## src/rtl/uart_tx_pkg.sv

```systemverilog
package uart_tx_pkg;
  localparam int FRAME_W = 11;
  localparam int BITS_W  = 4;

  typedef enum logic [1:0] {
    FMT_8N1 = 2'b00,
    FMT_8N2 = 2'b01,
    FMT_8P1 = 2'b10,
    FMT_9N1 = 2'b11
  } fmt_e;

  // Frame laid out LSB first: start, data, bit nine, stop(s); unused tail is 1.
  function automatic logic [FRAME_W-1:0] build_frame(input logic [7:0] d,
                                                     input fmt_e f,
                                                     input logic pol);
    logic b9;
    case (f)
      FMT_8P1: b9 = pol ? (^d) : ~(^d);
      FMT_9N1: b9 = pol;
      default: b9 = 1'b1;
    endcase
    return {1'b1, b9, d, 1'b0};
  endfunction

  function automatic logic [BITS_W-1:0] frame_bits(input fmt_e f);
    return (f == FMT_8N1) ? BITS_W'(10) : BITS_W'(11);
  endfunction
endpackage

```

## src/rtl/uart_baud_gen.sv

```systemverilog
module uart_baud_gen #(
  parameter int PW = 12
) (
  input  logic          clk,
  input  logic          rst_n,
  input  logic          run,
  input  logic [PW-1:0] period,
  output logic          tick
);
  logic [PW-1:0] cnt;

  assign tick = run && (cnt >= period);

  always_ff @(posedge clk or negedge rst_n) begin
    if (!rst_n)            cnt <= '0;
    else if (!run || tick) cnt <= '0;
    else                   cnt <= cnt + 1'b1;
  end
endmodule

```

## src/rtl/uart_tx_buffer.sv

```systemverilog
module uart_tx_buffer #(
  parameter int DW = 8
) (
  input  logic          clk,
  input  logic          rst_n,
  input  logic          wr_valid,
  input  logic [DW-1:0] wr_data,
  input  logic          take,
  output logic          full,
  output logic [DW-1:0] data
);
  always_ff @(posedge clk or negedge rst_n) begin
    if (!rst_n) begin
      full <= 1'b0;
      data <= '0;
    end else if (take) begin
      full <= 1'b0;
    end else if (wr_valid && !full) begin
      full <= 1'b1;
      data <= wr_data;
    end
  end
endmodule

```

## src/rtl/uart_tx_shifter.sv

```systemverilog
module uart_tx_shifter
  import uart_tx_pkg::*;
(
  input  logic               clk,
  input  logic               rst_n,
  input  logic               load,
  input  logic [FRAME_W-1:0] word,
  input  logic [BITS_W-1:0]  nbits,
  input  logic               tick,
  output logic               txd,
  output logic               busy,
  output logic               last_tick
);
  logic [FRAME_W-1:0] shreg;
  logic [BITS_W-1:0]  left;

  assign last_tick = tick && (left == BITS_W'(1));
  assign txd       = busy ? shreg[0] : 1'b1;

  always_ff @(posedge clk or negedge rst_n) begin
    if (!rst_n) begin
      shreg <= '1;
      left  <= '0;
      busy  <= 1'b0;
    end else if (load) begin
      shreg <= word;
      left  <= nbits;
      busy  <= 1'b1;
    end else if (tick) begin
      shreg <= {1'b1, shreg[FRAME_W-1:1]};
      left  <= left - 1'b1;
      if (left == BITS_W'(1)) busy <= 1'b0;
    end
  end
endmodule

```

## src/rtl/cfg_uart_tx.sv

```systemverilog
module cfg_uart_tx
  import uart_tx_pkg::*;
#(
  parameter int HI_W = 4,
  parameter int LO_W = 8,
  parameter int DW   = 8
) (
  input  logic            clk,
  input  logic            rst_n,
  input  logic            tx_en,
  input  logic [1:0]      frame_sel,
  input  logic            par_sel,
  input  logic [HI_W-1:0] presc_hi,
  input  logic [LO_W-1:0] presc_lo,
  input  logic            wr_valid,
  input  logic [DW-1:0]   wr_data,
  output logic            wr_ready,
  input  logic            ie_empty,
  input  logic            ie_done,
  input  logic            ie_global,
  output logic            txd,
  output logic            buf_empty,
  output logic            tx_done,
  output logic            irq
);
  localparam int PW = HI_W + LO_W;

  // Named internal events, observed by the bound checker.
  logic          buf_full;
  logic [DW-1:0] buf_data;
  logic          busy;
  logic          bit_tick;
  logic          last_tick;
  logic          load_evt;
  logic [PW-1:0] period;

  assign period   = {presc_hi, presc_lo};
  assign load_evt = buf_full && tx_en && (!busy || last_tick);

  uart_tx_buffer #(.DW(DW)) u_buf (
    .clk(clk), .rst_n(rst_n), .wr_valid(wr_valid), .wr_data(wr_data),
    .take(load_evt), .full(buf_full), .data(buf_data)
  );

  uart_baud_gen #(.PW(PW)) u_baud (
    .clk(clk), .rst_n(rst_n), .run(busy), .period(period), .tick(bit_tick)
  );

  uart_tx_shifter u_shift (
    .clk(clk), .rst_n(rst_n), .load(load_evt),
    .word(build_frame(buf_data[7:0], fmt_e'(frame_sel), par_sel)),
    .nbits(frame_bits(fmt_e'(frame_sel))),
    .tick(bit_tick), .txd(txd), .busy(busy), .last_tick(last_tick)
  );

  always_ff @(posedge clk or negedge rst_n) begin
    if (!rst_n)         tx_done <= 1'b0;
    else if (load_evt)  tx_done <= 1'b0;
    else if (last_tick) tx_done <= 1'b1;
  end

  assign buf_empty = !buf_full;
  assign wr_ready  = !buf_full;
  assign irq       = ie_global && ((ie_empty && buf_empty) || (ie_done && tx_done));
endmodule

```

## config.mk

```make
export PLATFORM = sky130hd
export DESIGN_NAME = cfg_uart_tx
export DESIGN_NICKNAME = d
export VERILOG_FILES = /design/src/rtl/uart_tx_pkg.sv /design/src/rtl/uart_baud_gen.sv /design/src/rtl/uart_tx_buffer.sv /design/src/rtl/uart_tx_shifter.sv /design/src/rtl/cfg_uart_tx.sv
export SDC_FILE = /design/constraint.sdc
export NUM_CORES = 1
export LEC_CHECK = 0
export ABC_AREA = 0
export BUFFER_PORTS_ARGS = -buffer_cell sky130_fd_sc_hd__buf_2
export CORE_ASPECT_RATIO = 1.2
export CORE_MARGIN = 10
export CORE_UTILIZATION = 56
export CTS_CLUSTER_DIAMETER = 30
export CTS_CLUSTER_SIZE = 12
export DETAILED_ROUTE_END_ITERATION = 8
export PLACE_DENSITY = 0.81
export SYNTH_ARGS = -nofsm -noshare
export SYNTH_HDL_FRONTEND = slang
export SYNTH_SLANG_ARGS = --single-unit
export TNS_END_PERCENT = 20
```

## constraint.sdc

```tcl
create_clock -name clk -period 3 [get_ports clk]
set_input_delay 0.15 -clock clk [delete_from_list [all_inputs] [get_ports clk]]
set_output_delay 0.15 -clock clk [all_outputs]
set_load 0.02 [all_outputs]
```

==> results of run 1 <==
## critical path, cell delays in order, from the launching register on
cell	delay, ns
dfrtp_1	0.45
inv_1	0.07
ha_1	0.26
nand2b_1	0.13
a31oi_1	0.16
o21ai_1	0.13
a2111o_1	0.64
a21oi_4	0.36
o311ai_0	0.19
## metal layers
metal	GRT usage	vias to the layer above	share of wire
met5	0	-	0
met4	0.0581	0	0.018
met2	0.239	51	0.48
met1	0.158	823	0.44
met3	0.0517	9	0.068
li1	-	836	-
## power groups by stage
| stage | logic, mW | registers, mW | clock network (mW) |
|---|---|---|---|
| after floorplan | 0.509 | 0.830 | 0 |
| after global placement | 0.609 | 0.873 | 0 |
| after detailed placement | 0.624 | 0.874 | 0 |
| after CTS | 0.631 | 0.874 | 0.426 |
| after global routing | 0.718 | 0.900 | 0.455 |
| final | 0.618 | 0.879 | 0.414 |
## per-stage QoR
step | worst slack (ns) | util | area, sq um
3_3_place_gp | 0.541 | 0.647 | 2390
5_1_grt | 0.231 | 0.679 | 2510
3_5_place_dp | 0.458 | 0.647 | 2390
6_report | 0.452 | 0.679 | 2510
4_1_cts | 0.430 | 0.679 | 2510
2_1_floorplan | 0.907 | - | 2190
## kinds of logic after synthesis
family                   synth area share
AND/OR/NAND/NOR                     0.150
flip-flops                          0.429
adder cells (fa/ha/maj)            0.0857
multiplexers                       0.0777
XOR/XNOR                           0.0720
AO/OA/AOI/OAI                       0.137
buffers and inverters              0.0491
## flip-flops by register name, summed over array words and instances (netlist names)
| register | flops |
|---|---|
| u_baud.cnt | 12 |
| u_shift.shreg | 10 |
| u_buf.data | 8 |
| u_shift.left | 4 |
| tx_done | 1 |
| u_buf.full | 1 |
| u_shift.busy | 1 |
## worst paths after layout
kind,to,cells past startpoint
worst max register to register,u_shift.left[1],8
max in group asynchronous,u_shift.busy,2
worst min-delay path,u_shift.shreg[9],2
worst max-delay path,u_shift.left[1],8
worst min register to register,u_shift.shreg[0],2
min in group asynchronous,u_baud.cnt[9],2
## cell type report
class | instances | area, sq um | share of cell area
clock inverters | 2 | 35.0 | 0.0140
repair buffers | 36 | 188 | 0.0749
inverters | 17 | 63.8 | 0.0255
clock buffers | 6 | 72.6 | 0.0290
well taps | 52 | 65.1 | 0.0260
flip-flops and latches | 37 | 938 | 0.374
multi-input cells | 159 | 1140 | 0.456
## cells in the final DEF (no fill, tap or decap), drive strengths merged, types with 2 or more instances in the layout
cell type and n:
nand2 9, a21oi 7, dfstp 10, a31oi 4
a21o 3, inv 17, nor3 2, nand2b 2
buf 35, mux2 8, o221a 8, nor2b 3
xnor2 10, ha 15, dfrtp 27, clkbuf 6
nor2 35, and3 5, nand3 11, o21ai 7
mux2i 8, xor2 8
## what timing repair did
action                                  CTS  global route
hold buffers                              1             0
gates resized for setup                   0             0
endpoints found under the hold margin    27             0
endpoints found under the setup margin    0             0
==> impl_results.md, run 1 <==
* Largest net degree at the start of global routing at 38
* Comb pwr share at 0.323
* Sequential-to-total area share from yosys stat at 0.429
* P per Cell Area at approximately 760 nW/um^2
* Internal power at about 1.3 mW
* Hold Path Class: in2reg
* Critical path required time at about 3.1 ns
* Die area at 6820 sq um
* Actual slew at the worst max-slew pin at ~0.8 ns
* Vias at roughly 1700
* GRT Overall Usage at 0.141
* First-pass DRT Iterations at 4
* Overflow after GRT at 0
* Worst reg2reg startpoint: u_baud.cnt[0]
* Max_slew headroom at 0.469
* Sequential share of power at 0.460
* Number of global-route vias before repair at 1728
* Antenna cells at 0
* Vias/cell at about 5.6
* Status: completed
* FFs w/ async S/R, synth at 1.00
* Peak supply drop at 0.000473 V
* Final hold slack at a little over 0.04 ns
* Area of the mapped netlist at between 2000 and 2500 sq um
* Nets at about 300
* Drt wl/cell at around 14 um
* Synth area leaders: dfrtp_1 31%, dfstp_2 12%, ha_1 8.6%, nor2_1 6.0%, mux2_2 4.1%
* Syn Area/Cell at about 9.9 sq um
* Leakage at between 1 and 1.5 nW
* CTS Sinks at 37
* Total power at around 1.9 mW
* Share of cells above drive strength 1 at 0.276
* RePlAce Congestion at approximately 0.87
* Clk buf depth at 2
* Rows at 24
* Switching part of the total at 0.325
* Synth Register Bits at 37
* TritonCTS buffer count at 5
* HPWL after detailed placement at between 3000 and 4000 um
* Max Freq at just under 0.4 GHz
* Final period utilization at 0.849
* Slew Viols, Final at 0
* NetSw at between 600 and 700 uW
* Post-route setup TNS at 0 ns
* Io pins at 35
* Min Tclk post-route at between 2 and 3 ns
* Final Hold Vio Count at 0
* Setup violators final at 0
* RSZ-0062 raised after global routing: no
* Distinct cell type count after synthesis at 40
* CP max FO at 13
* Die Ht at 88.5 um
* Post-Route WL at 4390 um
* Placed cell count at 300
* Core area at approximately 3700 sq um
* Area Overhead vs Synth at 14.5%
* Port Buffer Count at 34
* First-pass GRT wire length at 7870 um
* Cells after Synth at roughly 220
* Critical Path Sink Type: flop
* CP Launch Type: flop
* WS Path Type: reg2reg
* Crit path DAT at 2.68 ns
* Most instantiated library cell after synthesis: nor2_1
* Die X at 77.1 um
* Top cell type's share of synthesized area at 0.309
* 1st-iter DRT viols at between 100 and 150
* Synth cell count leaders: 35 x nor2_1, 27 x dfrtp_1, 17 x inv_1
* Reg clk slew, reported paths at 0.07 ns
* Syn nets at approximately 270
* EDFF count, synth at 0
* Maxcap violations at 0
* Starting Density at 0.593
* Root Driver: clkbuf_8
* Setup Fix Bufs, Post-CTS at 0
* Synth area leader: dfrtp_1
* Reg2reg setup slack at roughly 0.45 ns
* YS warnings at 0
* Clk_skew at approximately 0.0055 ns
* H-tree depth at 2
* Remaining DRCs at 0
* Post-Layout Cell Count at about 310
* Clock power share at 0.217
* Top_reg_cell synth: dfrtp_1
* Antenna violations before repair at 0
* Skew-Pair Late Insertion Delay at approximately 0.28 ns
* CP startpoint: u_baud.cnt[0]
* Fillers at about 300
* Worst Min Path Start: frame_sel[1]
* CTS tree: yes
* Antenna Nets Post-Route at 0
Note: power is estimated with default switching activity, not from simulation.
==> run 2, diff against run 1 <==
ABC_AREA = 1   (was 0)
clock period = 2.5 ns   (was 3 ns; I/O delays follow)
==> run 2 against run 1 <==
Combinational power rose by 46%. Area after synthesis rose by 2.6%. Largest cell class unchanged. Flip-flop and latch count did not move. Power rose by 36%. Critical path type unchanged. Clock power rose by 47%. Non-clock buffer count fell by 1. Maximum frequency rose by 34%.
==> impl_results.md, run 2 <==
* Status: completed (unchanged)
* Post-DP Area at 2450 sq um (was 2390 sq um)
* Actual slew at the worst max-slew pin at 0.793 ns (was 0.797 ns)
* Antenna cells at 0 (unchanged)
* TritonCTS buffer count at 5 (unchanged)
* Area of the multi-input gates at 1100 sq um (was 1140 sq um)
* Syn nets at 341 (was 266)
* Skew-Pair Late Insertion Delay at 0.29 ns (was 0.28 ns)
* EDFF count, synth at 0 (unchanged)
* Synth area leader: dfrtp_1 (unchanged)
* FF-to-FF End: u_shift.left[2] (was u_shift.left[1])
* Area Overhead vs Synth at 15.3% (was 14.5%)
* Setup violators final at 0 (unchanged)
* Area of the mapped netlist at 2250 sq um (was 2190 sq um)
* Final hold slack at 0.0767 ns (was 0.0410 ns)
* CTS tree: yes (unchanged)
* Io pins at 35 (unchanged)
* Sequential-to-total area share from yosys stat at 0.418 (was 0.429)
* Synth Register Bits at 37 (unchanged)
* CP peak stage delay at 0.39 ns (was 0.64 ns)
* H-tree depth at 2 (unchanged)
* Nets at 377 (was 301)
* Overflow after GRT at 0 (unchanged)
* YS warnings at 0 (unchanged)
* Distinct cell type count after synthesis at 28 (was 40)
* Port Buffer Count at 34 (unchanged)
* WS Path Type: reg2reg (unchanged)
* RePlAce Congestion at 0.836 (was 0.868)
* FFs w/ async S/R, synth at 1.00 (unchanged)
* Core area at 3910 sq um (was 3690 sq um)
* Max Freq at 0.526 GHz (was 0.393 GHz)
* Largest net degree at the start of global routing at 38 (unchanged)
* Fillers at 353 (was 307)
* Depth of the worst register-to-register path at 14 (was 8)
* Final Hold Vio Count at 0 (unchanged)
* Most frequent cells in the layout: 95 x nand2_1, 39 x inv_1, 34 x buf_2 (was 35 x nor2_1, 34 x buf_2, 27 x dfrtp_1)
* Min Tclk post-route at 1.90 ns (was 2.55 ns)
* Crit path DAT at 2.09 ns (was 2.68 ns)
* Slack of the critical path at 0.598 ns (was 0.452 ns)
* CP startpoint: u_baud.cnt[11] (was u_baud.cnt[0])
* Starting Density at 0.575 (was 0.593)
* Final period utilization at 0.761 (was 0.849)
* Slew Viols, Final at 0 (unchanged)
* Hold Path Class: in2reg (unchanged)
* Number of global-route vias before repair at 1848 (was 1728)
* Synth cell count leaders: 95 x nand2_1, 39 x inv_1, 27 x dfrtp_1 (was 35 x nor2_1, 27 x dfrtp_1, 17 x inv_1)
* Remaining DRCs at 0 (unchanged)
* Peak supply drop at 0.000661 V (was 0.000473 V)
* Post-Place Worst Slack at 0.598 ns (was 0.458 ns)
* Post-cts repair resize count at 0 (unchanged)
* Vias/cell at 4.77 (was 5.56)
* Antenna Nets Post-Route at 0 (unchanged)
* Die X at 77.8 um (was 77.1 um)
* Top cell type's share of synthesized area at 0.301 (was 0.309)
* Most common cell after layout, fill and taps aside: nand2_1 (was nor2_1)
* Rows at 25 (was 24)
* Most flop-heavy register: u_baud.cnt (unchanged)
* Vias at 1846 (was 1719)
* Share of cells above drive strength 1 at 0.189 (was 0.276)
* RSZ-0062 raised after global routing: no (unchanged)
* Maxcap violations at 0 (unchanged)
* CP max FO at 15 (was 13)
* Final Cell Area at 2590 sq um (was 2510 sq um)
* Reg2reg setup slack at 0.60 ns (was 0.45 ns)
* Placed cell count at 378 (was 300)
* Antenna violations before repair at 0 (unchanged)
* Cells after Synth at 296 (was 221)
* Post-Route WL at 4170 um (was 4390 um)
* CP Cell Sequence: ha_1 -> nand2_1 -> nor2_2 -> nand2_1 -> nor2_1 -> nand2_1 -> nand2_2 -> nand2_2 -> inv_2 -> nand2_1 -> nand2_1 -> nand2_1 -> nand2_1 -> inv_2 (was inv_1 -> ha_1 -> nand2b_1 -> a31oi_1 -> o21ai_1 -> a2111o_1 -> a21oi_4 -> o311ai_0)
* GRT Overall Usage at 0.127 (was 0.141)
* CP dominant cell by count: nand2_1
* First-pass DRT Iterations at 4 (unchanged)
* Post-Layout Cell Count at 387 (was 309)
* HPWL after detailed placement at 3300 um (was 3260 um)
* Leakage at 1.44 nW (was 1.23 nW)
* 1st-iter DRT viols at 75 (was 119)
* Max stage delay cell, worst path: dfrtp_1 (was a2111o_1)
* Synth area leaders: dfrtp_1 30%, nand2_1 16%, dfstp_2 12%, ha_1 8.4%, inv_1 6.5% (was dfrtp_1 31%, dfstp_2 12%, ha_1 8.6%, nor2_1 6.0%, mux2_2 4.1%)
* First-pass GRT wire length at 7250 um (was 7870 um)
* Reg clk slew, reported paths at 0.07 ns (about the same)
* Most instantiated library cell after synthesis: nand2_1 (was nor2_1)
* Post-route setup TNS at 0 ns (unchanged)
* Biggest regs: u_baud.cnt (12), u_shift.shreg (10), u_buf.data (8) (unchanged)
* Root Driver: clkbuf_8 (unchanged)
* Drt wl/cell at 10.8 um (was 14.2 um)
* Top_reg_cell synth: dfrtp_1 (unchanged)
* Clk_skew at 0.00332 ns (was 0.00554 ns)
* Die area at 6960 sq um (was 6820 sq um)
* Worst reg2reg startpoint: u_baud.cnt[11] (was u_baud.cnt[0])
* Die Ht at 89.4 um (was 88.5 um)
* Critical path required time at 2.69 ns (was 3.13 ns)
* Worst setup path endpoint: u_shift.left[2] (was u_shift.left[1])
* Largest register FFs at 12 (unchanged)
* CP Launch Type: flop (unchanged)
* Worst Min Path Start: wr_data[3] (was frame_sel[1])
* Clk buf depth at 2 (unchanged)
* Critical Path Sink Type: flop (unchanged)
* Max_slew headroom at 0.471 (was 0.469)
* Setup Fix Bufs, Post-CTS at 0 (unchanged)
* Register Area at 938 sq um (unchanged)
* CTS Sinks at 37 (unchanged)
* Syn Area/Cell at 7.59 sq um (was 9.91 sq um)
* P per Cell Area at 1000 nW/um^2 (was 763 nW/um^2)
==> run 2: cell types whose count changed in the layout (fill, tap and decap cells not counted), sizes merged, moves of 4 or more <==
cell / previous run / this run
a21oi: 7 / 16
a31oi: 4 / 0
and3: 5 / 0
inv: 17 / 44
mux2: 8 / 0
mux2i: 8 / 0
nand2: 9 / 99
nand3: 11 / 21
nor2: 35 / 27
nor3b: 0 / 4
o21ai: 7 / 3
o221a: 8 / 0
xnor2: 10 / 4
==> run 2: area by class of cell <==
class | count | share of cell area
multi-input combinational | 207 | 0.424
tap | 54 | 0.0261
sequential | 37 | 0.362
clock buffer | 5 | 0.0266
clock inverter | 3 | 0.0251
inverter | 46 | 0.0667
timing repair buffer | 35 | 0.0696
==> run 2: critical path, delay by kind of cell, from the launching register on <==
family / cells / cell delay (ns)
adder cells (fa/ha/maj): 1 / 0.29
buffers and inverters: 2 / 0.24
flip-flops: 1 / 0.39
AND/OR/NAND/NOR: 11 / 0.87
==> run 2: cell families (layout without fill, tap and decap cells) <==
family	Yosys count	in the layout	share of synthesized area
flip-flops	37	37	0.418
adder cells (fa/ha/maj)	15	15	0.0835
AO/OA/AOI/OAI	23	23	0.0557
buffers and inverters	52	89	0.0941
XOR/XNOR	13	13	0.0507
AND/OR/NAND/NOR	156	156	0.298
==> run 2: per-stage QoR <==
| step | total power, mW | utilization |
|---|---|---|
| floorplan | 1.78 | - |
| detailed placement | 2.00 | 0.626 |
| CTS | 2.62 | 0.662 |
| global placement | 1.97 | 0.626 |
| finish | 2.59 | 0.662 |
| global route | 2.82 | 0.662 |
==> run 2: power breakdown <==
part / total (mW) / switching (mW) / internal, mW
Sequential: 1.09 / 0.194 / 0.891
Combinational: 0.901 / 0.518 / 0.383
Clock: 0.608 / 0.212 / 0.396
==> run 2: routing by layer <==
| metal | GRT usage | part of all wire | vias to the layer above |
|---|---|---|---|
| met2 | 0.239 | 0.50 | 32 |
| li1 | - | - | 982 |
| met3 | 0.0423 | 0.053 | 9 |
| met4 | 0.0548 | 0.018 | 0 |
| met1 | 0.124 | 0.42 | 823 |
| met5 | 0 | 0 | - |
==> run 2: how the worst min path moves through the flow <==
stage / to / cells past startpoint
floorplan: tx_done / 0
global placement: u_shift.left[1] / 1
detailed placement: u_shift.left[1] / 1
CTS: u_buf.data[2] / 3
global route: u_buf.data[7] / 3
finish: u_buf.data[3] / 3
==> run 2: what timing repair did <==
action / in CTS / in global routing
hold endpoints to repair: 27 / 0
hold buffers: 1 / 0
setup endpoints to repair: 0 / 0
==> run 3, diff against run 2 <==
clock period = 1.8 ns   (was 2.5 ns; I/O delays follow)
==> run 3 against run 2 <==
The run now ends with negative setup slack left. Final cell count increased by 5.2%. Clock skew increased by 0.0040 ns. Clock power decreased by 0.7%. Critical path type unchanged. Critical endpoint is now u_shift.shreg[6].
==> impl_results.md, run 3 (synthesis results as in run 2) <==
* Status: finished, violations left (was completed)
* Failing checks: negative setup slack
* Drt wl/cell at 12.7 um (was 10.8 um)
* Reg2reg setup slack at -0.14 ns (was 0.60 ns)
* Placed cell count at 389 (was 378)
* Reg clk slew, reported paths at 0.07 ns (about the same)
* TritonCTS buffer count at 5 (unchanged)
* Vias at 2027 (was 1846)
* HPWL after detailed placement at 3390 um (was 3300 um)
* RePlAce Congestion at 0.812 (was 0.836)
* Max Freq at 0.516 GHz (was 0.526 GHz)
* Slew Viols, Final at 0 (unchanged)
* Post-Layout Cell Count at 407 (was 387)
* Fillers at 296 (was 353)
* Area of the multi-input gates at 1300 sq um (was 1100 sq um)
* Worst reg2reg startpoint: u_baud.cnt[11] (unchanged)
* 1st-iter DRT viols at 114 (was 75)
* WS Path Type: reg2reg (unchanged)
* Rows at 25 (unchanged)
* Area Overhead vs Synth at 28.8% (was 15.3%)
* Core area at 3910 sq um (unchanged)
* Most frequent cells in the layout: 80 x nand2_1, 39 x inv_1, 34 x buf_2 (was 95 x nand2_1, 39 x inv_1, 34 x buf_2)
* Actual slew at the worst max-slew pin at 0.842 ns (was 0.793 ns)
* FF-to-FF End: u_shift.shreg[6] (was u_shift.left[2])
* CP max FO at 7 (was 15)
* Starting Density at 0.575 (unchanged)
* Maxcap violations at 0 (unchanged)
* Die area at 6960 sq um (unchanged)
* Largest register FFs at 12 (unchanged)
* Hold Path Class: in2reg (unchanged)
* First-pass GRT wire length at 8600 um (was 7250 um)
* Most common cell after layout, fill and taps aside: nand2_1 (unchanged)
* GRT Overall Usage at 0.151 (was 0.127)
* Crit path DAT at 2.18 ns (was 2.09 ns)
* Final period utilization at 1.08 (was 0.761)
* Antenna Nets Post-Route at 0 (unchanged)
* CTS Sinks at 37 (unchanged)
* Io pins at 35 (unchanged)
* Port Buffer Count at 34 (unchanged)
* Slack of the critical path at -0.138 ns (was 0.598 ns)
* Worst setup path endpoint: u_shift.shreg[6] (was u_shift.left[2])
* Final Hold Vio Count at 0 (unchanged)
* Largest net degree at the start of global routing at 38 (unchanged)
* CP startpoint: u_baud.cnt[11] (unchanged)
* Leakage at 1.53 nW (was 1.44 nW)
* Share of cells above drive strength 1 at 0.314 (was 0.189)
* Biggest regs: u_baud.cnt (12), u_shift.shreg (10), u_buf.data (8) (unchanged)
* Vias/cell at 4.98 (was 4.77)
* Clk_skew at 0.00734 ns (was 0.00332 ns)
* Depth of the worst register-to-register path at 13 (was 14)
* Number of global-route vias before repair at 2044 (was 1848)
* Remaining DRCs at 0 (unchanged)
* First-pass DRT Iterations at 4 (unchanged)
* Root Driver: clkbuf_8 (unchanged)
* Total power at 3.61 mW (was 2.59 mW)
* Most flop-heavy register: u_baud.cnt (unchanged)
* Nets at 397 (was 377)
* Skew-Pair Late Insertion Delay at 0.30 ns (was 0.29 ns)
* Peak supply drop at 0.00109 V (was 0.000661 V)
* Die X at 77.8 um (unchanged)
* Final hold slack at 0.0348 ns (was 0.0767 ns)
* Setup violators final at 25 (was 0)
* Die Ht at 89.4 um (unchanged)
* Register Area at 938 sq um (unchanged)
* Post-Route WL at 5160 um (was 4170 um)
* Critical path required time at 2.04 ns (was 2.69 ns)
* Clk buf depth at 2 (unchanged)
* Antenna cells at 0 (unchanged)
* CTS tree: yes (unchanged)
* Overflow after GRT at 0 (unchanged)
* RSZ-0062 raised after global routing: yes (was no)
* Min Tclk post-route at 1.94 ns (was 1.90 ns)
* P per Cell Area at 1250 nW/um^2 (was 1000 nW/um^2)
* Antenna violations before repair at 0 (unchanged)
* Max_slew headroom at 0.439 (was 0.471)
* Critical Path Sink Type: flop (unchanged)
* H-tree depth at 2 (unchanged)
* CP Launch Type: flop (unchanged)
## run 3: cell count changes in the layout (fill, tap and decap cells not counted), sizes merged
cell    change
buf        +18
clkbuf      +3
bufinv      -2
nand2       +2
clkinv      -1
## run 3: worst min path at each step
stage / start / endpoint / slack, ns / depth (start not counted)
floorplan: rst_n / tx_done / -0.21 / 0
detailed placement: rst_n / u_buf.data[7] / 0.23 / 1
CTS: wr_data[2] / u_buf.data[2] / 0.03 / 3
global route: wr_data[7] / u_buf.data[7] / 0.05 / 3
global placement: rst_n / u_buf.data[7] / 0.22 / 1
finish: wr_data[3] / u_buf.data[3] / 0.03 / 3
## run 3: report_power, final
| group | leakage [nW] | switching [mW] | internal [mW] |
|---|---|---|---|
| combinational | 1.07 | 0.857 | 0.642 |
| sequential | 0.420 | 0.270 | 1.24 |
| clock | 0.0455 | 0.292 | 0.312 |
| total | 1.53 | 1.42 | 2.19 |
## run 3: final cells by class
class,count,share of cell area
repair buffers,53,0.112
flip-flops and latches,37,0.324
inverters,46,0.0614
well taps,54,0.0233
clock buffers,8,0.0311
multi-input cells,209,0.448
## run 3: timing repair
action / in CTS / in global routing
setup buffers: 3 / 4
endpoints found under the hold margin: 27 / 0
resized for setup: 8 / 33
setup endpoints to repair: 15 / 24
hold buffers: 1 / 0
cloned: 2 / 0
pin swaps: 5 / 14
## run 3: metal layers
metal | up-vias | GRT usage | routed length (um) | part of all wire
met3 | 11 | 0.0412 | 235 | 0.046
met5 | - | 0 | 0 | 0
li1 | 1028 | - | - | -
met1 | 950 | 0.153 | 2030 | 0.39
met2 | 38 | 0.280 | 2780 | 0.54
met4 | 0 | 0.0714 | 105 | 0.020
## run 3: per-stage QoR
step                TNS, ns  setup WS, ns  cell area [sq um]  utilization
global route          -4.88        -0.270               2890        0.740
floorplan                 0        0.0401               2250            -
CTS                  -0.404       -0.0464               2710        0.693
detailed placement   -0.259       -0.0875               2530        0.647
global placement    -0.0382       -0.0349               2530        0.647
finish                -1.67        -0.138               2890        0.740
## run 3: critical path: stages, from the launching register on
cell and delay [ns]:
dfrtp_1 0.41, ha_4 0.29, nand2_4 0.05, nor2_4 0.12
nand2_2 0.07, nor2_2 0.13, nand2_2 0.09, nand2_4 0.09
nand3_4 0.13, nand2_8 0.18, nand2_8 0.09, nand2_2 0.10
nand2_2 0.05, nand2_2 0.06
